## config.mk

```make
export PLATFORM = sky130hd
export DESIGN_NAME = div16_seq
export DESIGN_NICKNAME = d
export VERILOG_FILES = /design/src/rtl/div16_pkg.sv /design/src/rtl/div16_step.sv /design/src/rtl/div16_ctrl.sv /design/src/rtl/div16_core.sv /design/src/rtl/div16_fixup.sv /design/src/rtl/div16_seq.sv
export SDC_FILE = /design/constraint.sdc
export NUM_CORES = 1
export LEC_CHECK = 0
export BUFFER_PORTS_ARGS = -buffer_cell sky130_fd_sc_hd__buf_2
export CORE_ASPECT_RATIO = 1.75
export CORE_UTILIZATION = 41
export DETAILED_ROUTE_END_ITERATION = 10
export PLACE_DENSITY = 0.6
export SLEW_MARGIN = 20
export SYNTH_ARGS = -nofsm -noshare
export SYNTH_HDL_FRONTEND = slang
export SYNTH_SLANG_ARGS = --single-unit
```

## constraint.sdc

```tcl
create_clock -name clk_i -period 2.3 [get_ports clk_i]
set_input_delay 0 -clock clk_i [delete_from_list [all_inputs] [get_ports clk_i]]
set_output_delay 0 -clock clk_i [all_outputs]
set_load 0.02 [all_outputs]
```

## src/rtl/div16_pkg.sv

```systemverilog
package div16_pkg;
  typedef enum logic {
    MODE_INT  = 1'b0,
    MODE_FRAC = 1'b1
  } div_mode_e;

  typedef struct packed {
    logic z;
    logic v;
    logic c;
  } div_flags_t;
endpackage

```

## src/rtl/div16_step.sv

```systemverilog
// one restoring iteration: shift in next bit, trial subtract, keep if no borrow
module div16_step #(
  parameter int W = 16
) (
  input  logic [W-1:0] rem_i,
  input  logic [W-1:0] quo_i,
  input  logic [W-1:0] dvs_i,
  output logic [W-1:0] rem_o,
  output logic [W-1:0] quo_o
);
  logic [W:0] sh;
  logic [W:0] diff;
  logic       ge;

  always_comb begin
    sh    = {rem_i, quo_i[W-1]};
    ge    = sh >= {1'b0, dvs_i};
    diff  = sh - {1'b0, dvs_i};
    rem_o = ge ? diff[W-1:0] : sh[W-1:0];
    quo_o = {quo_i[W-2:0], ge};
  end
endmodule

```

## src/rtl/div16_ctrl.sv

```systemverilog
module div16_ctrl #(
  parameter int ITER = 16,
  parameter int LAT  = 41
) (
  input  logic clk_i,
  input  logic rst_ni,
  input  logic start_i,
  output logic accept_o,
  output logic step_o,
  output logic finish_o,
  output logic busy_o
);
  localparam int CW = $clog2(LAT);

  logic          busy_q;
  logic [CW-1:0] cnt_q;

  assign accept_o = start_i & ~busy_q;
  assign step_o   = busy_q && (cnt_q < CW'(ITER));
  assign finish_o = busy_q && (cnt_q == CW'(LAT - 1));
  assign busy_o   = busy_q;

  always_ff @(posedge clk_i or negedge rst_ni) begin
    if (!rst_ni) begin
      busy_q <= 1'b0;
      cnt_q  <= '0;
    end else if (accept_o) begin
      busy_q <= 1'b1;
      cnt_q  <= '0;
    end else if (busy_q) begin
      if (finish_o) busy_q <= 1'b0;
      else          cnt_q  <= cnt_q + 1'b1;
    end
  end
endmodule

```

## src/rtl/div16_core.sv

```systemverilog
module div16_core import div16_pkg::*; #(
  parameter int W = 16
) (
  input  logic       clk_i,
  input  logic       rst_ni,
  input  logic       load_i,
  input  logic       step_i,
  input  div_mode_e  mode_i,
  input  logic [W-1:0] dividend_i,
  input  logic [W-1:0] divisor_i,
  output div_mode_e  mode_o,
  output logic [W-1:0] dvd_o,
  output logic [W-1:0] dvs_o,
  output logic [W-1:0] rem_o,
  output logic [W-1:0] quo_o
);
  logic [W-1:0] rem_q, quo_q, dvd_q, dvs_q;
  logic [W-1:0] rem_n, quo_n;
  div_mode_e    mode_q;

  div16_step #(.W(W)) u_step (
    .rem_i (rem_q),
    .quo_i (quo_q),
    .dvs_i (dvs_q),
    .rem_o (rem_n),
    .quo_o (quo_n)
  );

  always_ff @(posedge clk_i or negedge rst_ni) begin
    if (!rst_ni) begin
      rem_q  <= '0;
      quo_q  <= '0;
      dvd_q  <= '0;
      dvs_q  <= '0;
      mode_q <= MODE_INT;
    end else if (load_i) begin
      // fractional: dividend seeds the partial remainder, zeros feed in below
      rem_q  <= (mode_i == MODE_FRAC) ? dividend_i : '0;
      quo_q  <= (mode_i == MODE_FRAC) ? '0 : dividend_i;
      dvd_q  <= dividend_i;
      dvs_q  <= divisor_i;
      mode_q <= mode_i;
    end else if (step_i) begin
      rem_q <= rem_n;
      quo_q <= quo_n;
    end
  end

  assign mode_o = mode_q;
  assign dvd_o  = dvd_q;
  assign dvs_o  = dvs_q;
  assign rem_o  = rem_q;
  assign quo_o  = quo_q;
endmodule

```

## src/rtl/div16_fixup.sv

```systemverilog
// substitutes saturated results for zero divisor and fractional overflow
module div16_fixup import div16_pkg::*; #(
  parameter int W = 16
) (
  input  div_mode_e    mode_i,
  input  logic [W-1:0] dvd_i,
  input  logic [W-1:0] dvs_i,
  input  logic [W-1:0] rem_i,
  input  logic [W-1:0] quo_i,
  output logic [W-1:0] quo_o,
  output logic [W-1:0] rem_o,
  output div_flags_t   flags_o
);
  logic dz, fovf, sat;

  always_comb begin
    dz        = (dvs_i == '0);
    fovf      = (mode_i == MODE_FRAC) && (dvs_i <= dvd_i);
    sat       = dz | fovf;
    quo_o     = sat ? '1 : quo_i;
    rem_o     = sat ? dvd_i : rem_i;
    flags_o.c = dz;
    flags_o.v = fovf;
    flags_o.z = (quo_o == '0);
  end
endmodule

```

## src/rtl/div16_seq.sv

```systemverilog
module div16_seq import div16_pkg::*; #(
  parameter int W   = 16,
  parameter int LAT = 41
) (
  input  logic         clk_i,
  input  logic         rst_ni,
  input  logic         start_i,
  input  logic         mode_i,
  input  logic [W-1:0] dividend_i,
  input  logic [W-1:0] divisor_i,
  output logic [W-1:0] quotient_o,
  output logic [W-1:0] remainder_o,
  output logic         zero_o,
  output logic         ovf_o,
  output logic         carry_o,
  output logic         done_o
);
  localparam int ITER = W;

  logic         accept_w, step_w, finish_w, busy_w;
  div_mode_e    mode_in, mode_w;
  logic [W-1:0] dvd_w, dvs_w, rem_w, quo_w, fq_w, fr_w;
  div_flags_t   flags_w;

  assign mode_in = div_mode_e'(mode_i);

  div16_ctrl #(.ITER(ITER), .LAT(LAT)) u_ctrl (
    .clk_i    (clk_i),
    .rst_ni   (rst_ni),
    .start_i  (start_i),
    .accept_o (accept_w),
    .step_o   (step_w),
    .finish_o (finish_w),
    .busy_o   (busy_w)
  );

  div16_core #(.W(W)) u_core (
    .clk_i      (clk_i),
    .rst_ni     (rst_ni),
    .load_i     (accept_w),
    .step_i     (step_w),
    .mode_i     (mode_in),
    .dividend_i (dividend_i),
    .divisor_i  (divisor_i),
    .mode_o     (mode_w),
    .dvd_o      (dvd_w),
    .dvs_o      (dvs_w),
    .rem_o      (rem_w),
    .quo_o      (quo_w)
  );

  div16_fixup #(.W(W)) u_fix (
    .mode_i  (mode_w),
    .dvd_i   (dvd_w),
    .dvs_i   (dvs_w),
    .rem_i   (rem_w),
    .quo_i   (quo_w),
    .quo_o   (fq_w),
    .rem_o   (fr_w),
    .flags_o (flags_w)
  );

  always_ff @(posedge clk_i or negedge rst_ni) begin
    if (!rst_ni) begin
      quotient_o  <= '0;
      remainder_o <= '0;
      zero_o      <= 1'b0;
      ovf_o       <= 1'b0;
      carry_o     <= 1'b0;
      done_o      <= 1'b0;
    end else begin
      done_o <= finish_w;
      if (finish_w) begin
        quotient_o  <= fq_w;
        remainder_o <= fr_w;
        zero_o      <= flags_w.z;
        ovf_o       <= flags_w.v;
        carry_o     <= flags_w.c;
      end
    end
  end
endmodule

```

# After elaboration in Yosys (flattened, before gate mapping)
# Cells that the tools add are included.
# word_totals
regBits,108
latchBits,0
mem_bits_rw,0
rom_bits,0
inputBits,36
output_inout_bits,36
elab_cells,46
memories,0
# op_classes
n_addsub,2
mul,0
div,0
n_lt_le_gt_ge,3
n_eq_ne,2
shift,0
n_mux,15
bitwise,3
reduce_logical,8
# ops
op,count
$mux 16,9
$logic_not 16->1,2
$mux 6,3
$ge 17x16->1,1
$le 16x16->1,1
$sub 16x16->16,1
$add 6x1->6 const B,1
$eq 6x6->1 const B,1
$lt 6x5->1 const B,1
$reduce_bool 2->1,2
$logic_and 1x1->1,3
$mux 1,3
$ne 2x2->1 const B,1
$reduce_and 2->1,1
$and 1x1->1,1
$not 1->1,1
$or 1x1->1,1

# Depth between registers and ports, before layout
# Gate-level depths: netlist of the first run.
# depth
word_depth,5
mapped_depth,11

# By module
# A second synthesis of the first run with hierarchy kept.
# unflattened
hier_cells,587
area_unflattened_um2,6857.8
# modules_own_cells
module,n_inst,cells_per_inst,area_each_um2,seq_area_each_um2
div16_core,1,183,2745.1,1626.6
div16_seq,1,75,1478.9,900.9
div16_step,1,172,1285.0,0.0
div16_fixup,1,111,927.1,0.0
div16_ctrl,1,46,421.7,175.2

# Worst setup path before layout of the first run
# No wires, ideal clock.
# synth_path
kind,flip-flop to flip-flop
startpoint,"reg u_core.dvs_q[10], in the netlist u_core.dvs_o[10]"
endpoint,"reg u_core.rem_q[0], in the netlist u_core.rem_o[0]"
setup_time_ns,0.083
arrival_ns,2.393
setup_slack_ns,-0.176
stages_incl_launch_ff,10
path_buffers,0
period_less_slack_ns,2.476
cell_sequence,dfrtp_1 inv_1 ha_1 and3_4 a221o_1 nor4_4 a21oi_2 a21oi_4 mux2_2 o21ai_0
# synth_between
elab_chain_len,4
# synth_lines
element,line,rtl
start: declaration,div16_core.sv:17,"logic [W-1:0] rem_q, quo_q, dvd_q, dvs_q;"
start signal: assignment,div16_core.sv:41,dvs_q <= divisor_i;
$ge 17x16->1,div16_step.sv:17,"ge = sh >= {1'b0, dvs_i};"
$mux 16,div16_step.sv:19,rem_o = ge ? diff[W-1:0] : sh[W-1:0];
$mux 16,div16_core.sv:43,end else if (step_i) begin
$mux 16,div16_core.sv:36,end else if (load_i) begin
end signal: assignment,div16_core.sv:38,rem_q <= (mode_i == MODE_FRAC) ? dividend_i : '0;
end signal: assignment,div16_core.sv:44,rem_q <= rem_n;
end: declaration,div16_core.sv:17,
# Every way passes these cells. The select of a mux whose other input is x is not followed.
# A chain may end at the register's enable or synchronous reset.

# Final worst setup path of the first run
# layout_path
startpoint,"reg u_core.dvs_q[10], in the netlist u_core.dvs_o[10]"
endpoint,"reg u_core.rem_q[9], in the netlist u_core.rem_o[9]"
# Same word-level chain as after synthesis.

==> flow_metrics.py, run 1 <==
metrics = {
    "status": {
        "status": "finished, violations left",
        "violations": "setup timing",
    },
    "synth": {
        "synth_adder_area_share_pct": 7.56,
        "synth_warnings": 0,
        "netlist_instances": 654,
        "synth_most_common_cell": "dfrtp_1",
        "synth_compound_area_share_pct": 18.9,
        "yosys.area_share.simple_pct": 15.6,
        "yosys.area.top_type": "dfrtp_1",
        "ys_seq_area_share_pct": 45.9,
        "avgSynthCellArea_um2": 9.01,
        "synth-edff-count": 0,
        "synth.top_cell.area_share_pct": 45.9,
        "synthesis.nets": 725,
        "synthTopCellsByCount": "dfrtp_1 (108), nand2_1 (83), nor2_1 (70)",
        "ys_types": 52,
        "synthArstFlopShare_pct": 100,
        "ys_seq_elements": 108,
        "synth_top_family_by_area": "compound AO/OA/AOI/OAI gates",
        "synth_ff_type": "dfrtp_1",
        "post_synth_mux_area_share_pct": 4.97,
        "synthXorXnorAreaFrac_pct": 2.08,
        "netlist_top_cells_area": "dfrtp_1 (46%), ha_1 (7.2%), a21oi_1 (5.4%), nand2_1 (5.3%), mux2i_1 (4.6%)",
        "syn_area_um2": 5890,
    },
    "global_routing": {
        "grt_use_total_pct": 27.3,
        "grt-ovfl-total": 0,
        "grt_pass1_vias": 5828,
        "antenna_found_initial": 0,
        "grt_max_degree": 82,
        "grt_first_pass_wirelength_um": 30600,
    },
    "clock_network": {
        "clk_pin_slew_ps": 80,
        "numCtsBuffers": 9,
        "insertion_delay_ps": 360,
        "cts_htree_levels": 3,
        "clock_sinks": 108,
        "cts-root-buf": "clkbuf_16",
        "clock_path_buffers": 2,
        "cts_tree": "done",
    },
    "timing": {
        "fin_setup_tns_ps": -2710,
        "skew_ps": 10.8,
        "maxClockFrequency_mhz": 404,
        "rsz0062_at_grt": "yes",
        "setup_viol": 26,
        "setup_ws_ps": -172,
        "slew_headroom_pct": 52.0,
        "hold_viol_final": 0,
        "min_period_over_period_pct": 107,
        "tightest_slew_ps": 718,
        "fin_crit_ps": 2470,
        "drv_slew": 0,
    },
    "floorplanning": {
        "dieWidth_um": 92.6,
        "rows": 57,
        "core_area_um2": 14000,
        "initial_core_util_pct": 42.1,
        "die_area_um2": 14900,
        "ios": 72,
        "die_h_um": 161,
    },
    "finish": {
        "fin_util_pct": 62.4,
        "final_cell_area_um2": 8720,
        "area_delta_synth_final_pct": 48.1,
        "diodes": 0,
        "drive_gt1_share_pct": 36.1,
        "finalNetCount": 949,
    },
    "critical_path": {
        "arrival_ps": 2690,
        "cp.required_ps": 2520,
        "crit_start": "u_core.dvs_o[10]",
        "cp-end-kind": "flop",
        "r2r_slack_ps": -170,
        "rr_startpoint": "u_core.dvs_o[10]",
        "crit_fanout": 5,
        "critPathLaunchType": "flop",
        "critPathKind": "reg2reg",
    },
    "hold_path": {
        "hold_start": "dividend_i[5]",
        "hp-class": "in2reg",
    },
    "drt": {
        "via_per_inst": 5.50,
        "drtPass1Iterations": 5,
        "drc": 0,
        "post_drt_wl_per_cell_um": 19.0,
        "drtAntennaViolNets": 0,
        "initialDrtViolationCount": 252,
        "route.vias.total": 5835,
        "wl_um": 20200,
    },
    "placement": {
        "pre_cts_slack_ps": -357,
        "dp_hpwl_um": 14600,
        "dpl_cell_area_um2": 7250,
        "io_buffers": 71,
        "gp_congestion": 0.939,
    },
    "power": {
        "leakagePower_nw": 4.07,
        "powerDensity_nw_per_um2": 1880,
        "vdd_drop_max_mv": 0.935,
    },
    "flow_run": {
        "drv_cap": 0,
    },
}
-- stage by stage --
step | total power, mW | std cells | hold slack, ps
after floorplan | 8.73 | 654 | -296
after global placement | 12.2 | 982 | -61.6
after detailed placement | 12.4 | 982 | -49.8
after CTS | 14.9 | 1044 | 13.9
after global routing | 17.5 | 1060 | 26.2
final | 16.4 | 1060 | 25.9
-- metal layers --
| layer | track usage (%) | part of all wire (%) | vias to the layer above |
|---|---|---|---|
| met3 | 3.36 | 3.2 | 66 |
| li1 | - | - | 2742 |
| met1 | 29.6 | 36 | 2829 |
| met4 | 17.9 | 6.9 | 0 |
| met5 | 0 | 0 | - |
| met2 | 48.9 | 54 | 198 |
-- power by group --
part	switching [mW]	internal, mW
registers	0.817	2.85
logic	5.55	5.53
clock network	0.798	0.874
-- worst max-delay path, cell delays in order (launching register included) --
cell and delay [ps]:
dfrtp_2 420, buf_6 120, inv_4 50, ha_4 200, and3_4 170, a221o_1 370
nor4_4 160, a21oi_2 120, a21oi_4 180, buf_6 140, buf_6 130, mux2i_1 180
o21ai_1 90
-- cells by family (layout without fill, tap and decap cells) --
family | after synthesis | count (layout)
AOI/OAI and AO/OA | 188 | 188
xor gates and xnor gates | 14 | 14
adders and majority gates | 35 | 35
buffers and inverters | 74 | 303
DFF | 108 | 108
muxes | 29 | 29
and+or+nand+nor | 206 | 206
-- registers in the layout, indices dropped and copies added, names as in the netlist, 6 cells and up --
name	cells
remainder_o	16
u_core.quo_o	16
u_core.rem_o	16
u_core.dvd_o	16
u_ctrl.cnt_q	6
u_core.dvs_o	16
quotient_o	16
-- cell type report --
class,instances,area [um2]
inverter,43,164
clock buffer,9,225
sequential,108,2710
multi-input combinational,472,3410
timing repair buffer,244,1900
tap,177,221
clock inverter,7,91.3
fill,1206,5260
-- path summary, 6_finish.rpt --
kind	endpoint	depth (start not counted)
worst max-delay path	u_core.rem_o[9]	12
worst min-delay path	u_core.dvd_o[5]	3
worst max register to register	u_core.rem_o[9]	12
worst min register to register	zero_o	1
max in group asynchronous	u_core.dvs_o[10]	3
min in group asynchronous	quotient_o[12]	2
-- repair_timing --
item                                   in CTS  in global routing
setup endpoints to repair                  49                 50
endpoints found under the hold margin      68                  0
setup buffers                              14                 17
hold buffers                               33                  0
pin swaps                                  10                 39
gates cloned                                0                  2
gates resized for setup                    39                 75
-- cells in the final DEF, fill, tap and decap left out, types with 7 or more instances in the layout --
master / instances
buf_6: 13
a21oi_2: 23
a31oi_1: 16
nand4_1: 10
nor4_1: 7
inv_2: 7
nand2_1: 81
nand3_1: 9
ha_1: 16
mux2i_1: 20
buf_2: 70
o21ai_0: 45
a22oi_1: 12
dlygate4sd3_1: 33
o21ai_1: 12
dfrtp_1: 104
clkbuf_16: 11
buf_4: 119
xnor2_1: 9
ha_4: 18
inv_1: 34
a21oi_1: 42
nor2_1: 70
(Power assumes the default switching activity.)
==> inputs of run 2 (changes only) <==
Settings changed: CELL_PAD_IN_SITES_DETAIL_PLACEMENT set to 1, CELL_PAD_IN_SITES_GLOBAL_PLACEMENT set to 1, CORE_UTILIZATION 41 to 40, PLACE_DENSITY 0.6 to 0.74.
==> flow_metrics.py, run 2 (synthesis results as in run 1) <==
metrics = {
    "status": {
        "status": "finished, violations left",
        "violations": "setup timing",
    },
    "hold_path": {
        "hp-class": "in2reg",
    },
    "floorplanning": {
        "ios": 72,
        "core_area_um2": 14400,
        "die_h_um": 163,
        "die_area_um2": 15200,
        "dieWidth_um": 93.7,
        "rows": 58,
        "initial_core_util_pct": 41.0,
    },
    "clock_network": {
        "cts-root-buf": "clkbuf_16",
        "insertion_delay_ps": 370,
        "numCtsBuffers": 9,
        "clock_path_buffers": 2,
        "cts_tree": "done",
        "cts_htree_levels": 3,
        "clock_sinks": 108,
        "clk_pin_slew_ps": 80,
    },
    "timing": {
        "fin_setup_tns_ps": -13450,
        "slew_headroom_pct": 22.7,
        "fin_crit_ps": 2730,
        "maxClockFrequency_mhz": 367,
        "setup_viol": 51,
        "rsz0062_at_grt": "yes",
        "min_period_over_period_pct": 119,
        "skew_ps": 12.4,
        "setup_ws_ps": -427,
        "hold_viol_final": 0,
        "tightest_slew_ps": 1160,
        "drv_slew": 0,
    },
    "finish": {
        "layout.cells.non_filler": 1063,
        "diodes": 0,
        "fillers": 1573,
        "final_cell_mix": "buf_4 (128), dfrtp_1 (101), nand2_1 (81)",
        "multiInputGateArea_um2": 3630,
        "regArea_um2": 2710,
        "drive_gt1_share_pct": 38.5,
        "final_common_cell": "buf_4",
        "area_delta_synth_final_pct": 51.0,
        "finalNetCount": 949,
    },
    "critical_path": {
        "crit_top_cell": "a21oi_2",
        "critPathLaunchType": "flop",
        "cp-end-kind": "flop",
        "critPathKind": "reg2reg",
        "arrival_ps": 3010,
        "crit_fanout": 6,
        "path_cells": "inv_1 > ha_1 > a21oi_2 > nand2_1 > o211ai_1 > a21oi_2 > a21oi_4 > buf_4 > mux2_4 > o21ai_2",
        "cp_top_family": "compound AO/OA/AOI/OAI gates",
        "slowest_stage": "dfrtp_2",
        "cpPeakStageDelay_ps": 440,
        "cp.required_ps": 2580,
        "crit_buf_inv": 2,
    },
    "global_routing": {
        "grt_use_met1_pct": 32.9,
        "grt-ovfl-total": 0,
        "grt_pass1_vias": 6865,
        "grt_first_pass_wirelength_um": 37900,
        "use_met2_pct": 59.6,
        "gr-max-usage-layer": "met2",
        "grt_use_total_pct": 33.8,
        "globalRouteMet3Util_pct": 4.67,
        "grt_max_degree": 69,
        "antenna_found_initial": 0,
    },
    "drt": {
        "post_drt_wl_per_cell_um": 27.6,
        "via_per_inst": 6.17,
        "drtAntennaViolNets": 0,
        "drc": 0,
        "drtPass1Iterations": 5,
        "initialDrtViolationCount": 436,
        "route.vias.total": 6557,
        "wl_um": 29300,
    },
    "placement": {
        "dp_hpwl_um": 16100,
        "io_buffers": 71,
        "dp_cells": 977,
        "gp_congestion": 1.00,
    },
    "flow_run": {
        "drv_cap": 0,
    },
}
[run 2: cell count changes in the layout (fill, tap and decap cells not counted), sizes merged]
cell / delta
buf: +1
bufinv: -1
clkbuf: -2
clkinv: -1
dlygate4sd3: +1
inv: +2
[run 2: per-layer routing]
layer  vias up  share of wire, %
li1       2742                 -
met1      3255                32
met2       375                50
met3       185               6.0
met4         0                11
met5         -                 0
[run 2: path summary, 6_finish.rpt]
kind / end / cells after the start / startpoint / slack, ps
worst max register to register: u_core.rem_o[0] / 10 / u_core.dvs_o[3] / -430
worst max-delay path: u_core.rem_o[0] / 10 / u_core.dvs_o[3] / -430
worst min register to register: carry_o / 2 / carry_o / 500
worst min-delay path: u_core.rem_o[13] / 5 / start_i / 130
max in group asynchronous: u_core.dvs_o[10] / 3 / rst_ni / 1220
min in group asynchronous: quotient_o[14] / 2 / rst_ni / 250
[run 2: per-stage QoR]
step                cell area (um2)  utilization (%)  hold slack (ps)  setup WS (ps)
CTS                            8330             57.9              144           -138
floorplan                      5930                -             -296          -26.5
global route                   8890             61.9              167           -494
global placement               7180             50.0              134           -214
detailed placement             7180             50.0              139           -322
finish                         8890             61.9              133           -427
[run 2: area by class of cell]
| class | instances | area share (%) |
|---|---|---|
| clock buffers | 9 | 2.53 |
| clock inverters | 7 | 0.928 |
| inverters | 43 | 1.81 |
| multi-input cells | 472 | 40.8 |
| flip-flops and latches | 108 | 30.5 |
| well taps | 180 | 2.53 |
| repair buffers | 244 | 20.9 |
[run 2: repair_timing]
action | CTS | global route
setup endpoints to repair | 49 | 50
endpoints found under the hold margin | 99 | 0
pin swaps | 27 | 25
hold buffers | 34 | 0
resized for setup | 65 | 81
setup buffers | 19 | 15
gates cloned | 2 | 0
[run 2: worst min-delay path: cells and delay by family]
| kind | cells | cell delay [ps] |
|---|---|---|
| buffers and inverters | 1 | 110 |
| AOI/OAI and AO/OA | 1 | 70 |
| and+or+nand+nor | 3 | 270 |
Power of run 2 is left out: the tool's default activity adds up to more than one toggle a clock period on the data nets, which glitch-free logic cannot reach.
==> inputs of run 3 (changes only) <==
Settings changed: CORE_UTILIZATION 40 to 41, PLACE_DENSITY 0.74 to 0.73, TNS_END_PERCENT set to 30.
Clock period 2.3 ns to 3.2 ns, I/O delays scaled along.
==> flow_metrics.py, run 3 (synthesis results as in run 1) <==
metrics = {
    "drt": {
        "initialDrtViolationCount": 259,
        "route.vias.total": 5399,
        "drtAntennaViolNets": 0,
        "post_drt_wl_per_cell_um": 21.1,
        "drtPass1Iterations": 4,
        "wl_um": 19700,
        "drc": 0,
        "via_per_inst": 5.77,
    },
    "timing": {
        "skew_ps": 11.2,
        "maxClockFrequency_mhz": 337,
        "rsz0062_at_grt": "no",
        "tightest_slew_ps": 792,
        "hold_ws_ps": 11.6,
        "drv_slew": 0,
        "setup_viol": 0,
        "min_period_over_period_pct": 92.8,
        "fin_crit_ps": 2970,
        "slew_headroom_pct": 47.2,
        "hold_viol_final": 0,
        "fin_setup_tns_ps": 0,
    },
    "critical_path": {
        "crit_start": "u_core.rem_o[10]",
        "cp-end-kind": "flop",
        "critPathKind": "reg2reg",
        "cp_top_family": "compound AO/OA/AOI/OAI gates",
        "crit_fanout": 11,
        "slowest_stage": "dfrtp_1",
        "endpoint": "u_core.rem_o[7]",
        "rr_startpoint": "u_core.rem_o[10]",
        "r2r_slack_ps": 230,
        "critPathLaunchType": "flop",
        "crit_top_cell": "o21ai_0",
        "worstSetupPathDepth": 9,
        "cpPeakStageDelay_ps": 470,
        "r2r_cells": 9,
        "arrival_ps": 3180,
        "path_cells": "ha_1 > o21ai_0 > o21ai_0 > nor4_4 > a21oi_2 > a21oi_4 > buf_4 > mux2i_1 > o21ai_1",
        "cp.required_ps": 3410,
        "r2r_end": "u_core.rem_o[7]",
        "crit_buf_inv": 1,
    },
    "placement": {
        "dp_cells": 887,
        "gp_congestion": 0.885,
        "dpl_cell_area_um2": 6490,
        "io_buffers": 71,
        "dp_hpwl_um": 14700,
    },
    "finish": {
        "drive_gt1_share_pct": 15.2,
        "final_cell_area_um2": 7120,
        "finalNetCount": 825,
        "layout.cells.non_filler": 936,
        "diodes": 0,
        "final_common_cell": "dfrtp_1",
        "final_cell_mix": "dfrtp_1 (108), nand2_1 (83), nor2_1 (70), buf_2 (70), a21oi_1 (64)",
        "area_delta_synth_final_pct": 20.8,
    },
    "power": {
        "p_comb_share_pct": 57.9,
        "clock_power_share_pct": 12.7,
        "power.switching_mw": 4.42,
        "leakagePower_nw": 3.41,
        "vdd_drop_max_mv": 0.575,
        "internal_power_mw": 4.76,
        "p_seq_share_pct": 29.3,
        "powerDensity_nw_per_um2": 1290,
        "sw_frac_of_total_pct": 48.1,
    },
    "floorplanning": {
        "rows": 57,
        "dieWidth_um": 92.6,
        "ios": 72,
        "die_h_um": 161,
        "core_area_um2": 14000,
        "initial_core_util_pct": 42.1,
        "die_area_um2": 14900,
    },
    "clock_network": {
        "clock_path_buffers": 2,
        "cts_setup_buffers": 0,
        "numCtsBuffers": 9,
        "clock_sinks": 108,
        "cts_htree_levels": 3,
        "cts_hold_buf": 33,
        "cts_tree": "done",
        "cts-root-buf": "clkbuf_16",
        "clk_pin_slew_ps": 70,
        "insertion_delay_ps": 350,
        "ctsResizeCount": 0,
    },
    "global_routing": {
        "grt_max_degree": 58,
        "grt_use_total_pct": 27.7,
        "antenna_found_initial": 0,
        "grt_pass1_vias": 5881,
        "grt_first_pass_wirelength_um": 31200,
        "grt-ovfl-total": 0,
    },
    "status": {
        "status": "completed",
    },
    "hold_path": {
        "hp-class": "in2reg",
    },
    "flow_run": {
        "drv_cap": 0,
    },
}
-- run 3: area by class of cell --
class                      instances  area, um2
clock buffer                      10        229
multi-input combinational        472       2900
fill                            1668       6860
tap                              177        221
sequential                       108       2700
inverter                          43        161
timing repair buffer             120        833
clock inverter                     6       71.3
-- run 3: tightest hold or removal path, cell delays in order --
cell,delay (ps)
buf_2,150
nand2_1,70
o21ai_0,100
-- run 3: worst min path at each step --
stage / start / to / slack, ps / cells after the start
2_1_floorplan: rst_ni / carry_o / -300 / 0
3_5_place_dp: rst_ni / quotient_o[11] / 130 / 1
4_1_cts: dividend_i[9] / u_core.dvd_o[9] / 4 / 3
3_3_place_gp: rst_ni / quotient_o[11] / 130 / 1
6_report: dividend_i[9] / u_core.dvd_o[9] / 10 / 3
5_1_grt: dividend_i[9] / u_core.dvd_o[9] / 8 / 3
-- run 3: layer usage --
layer  vias to the layer above  routed length [um]  track usage, %
met3                        63                 785            3.69
met1                      2696                7110            29.8
met2                       155               10500            49.6
met5                         -                   0               0
met4                         0                1300            18.0
li1                       2485                   -               -
-- run 3: per-stage QoR --
step                      setup WS [ps]  util [%]  total power [mW]
after global placement              400      46.4              7.69
after global routing                140      50.9              9.83
final                               230      50.9              9.19
after detailed placement            337      46.4              7.94
after floorplan                     724         -              6.21
after CTS                           329      50.9              9.18
-- run 3: power groups by stage --
stage               Combinational, mW  Sequential (mW)  Clock (mW)
finish                           5.32             2.69        1.17
floorplan                        3.52             2.69           0
global route                     5.84             2.76        1.23
CTS                              5.31             2.69        1.18
global placement                 5.02             2.67           0
detailed placement               5.23             2.71           0
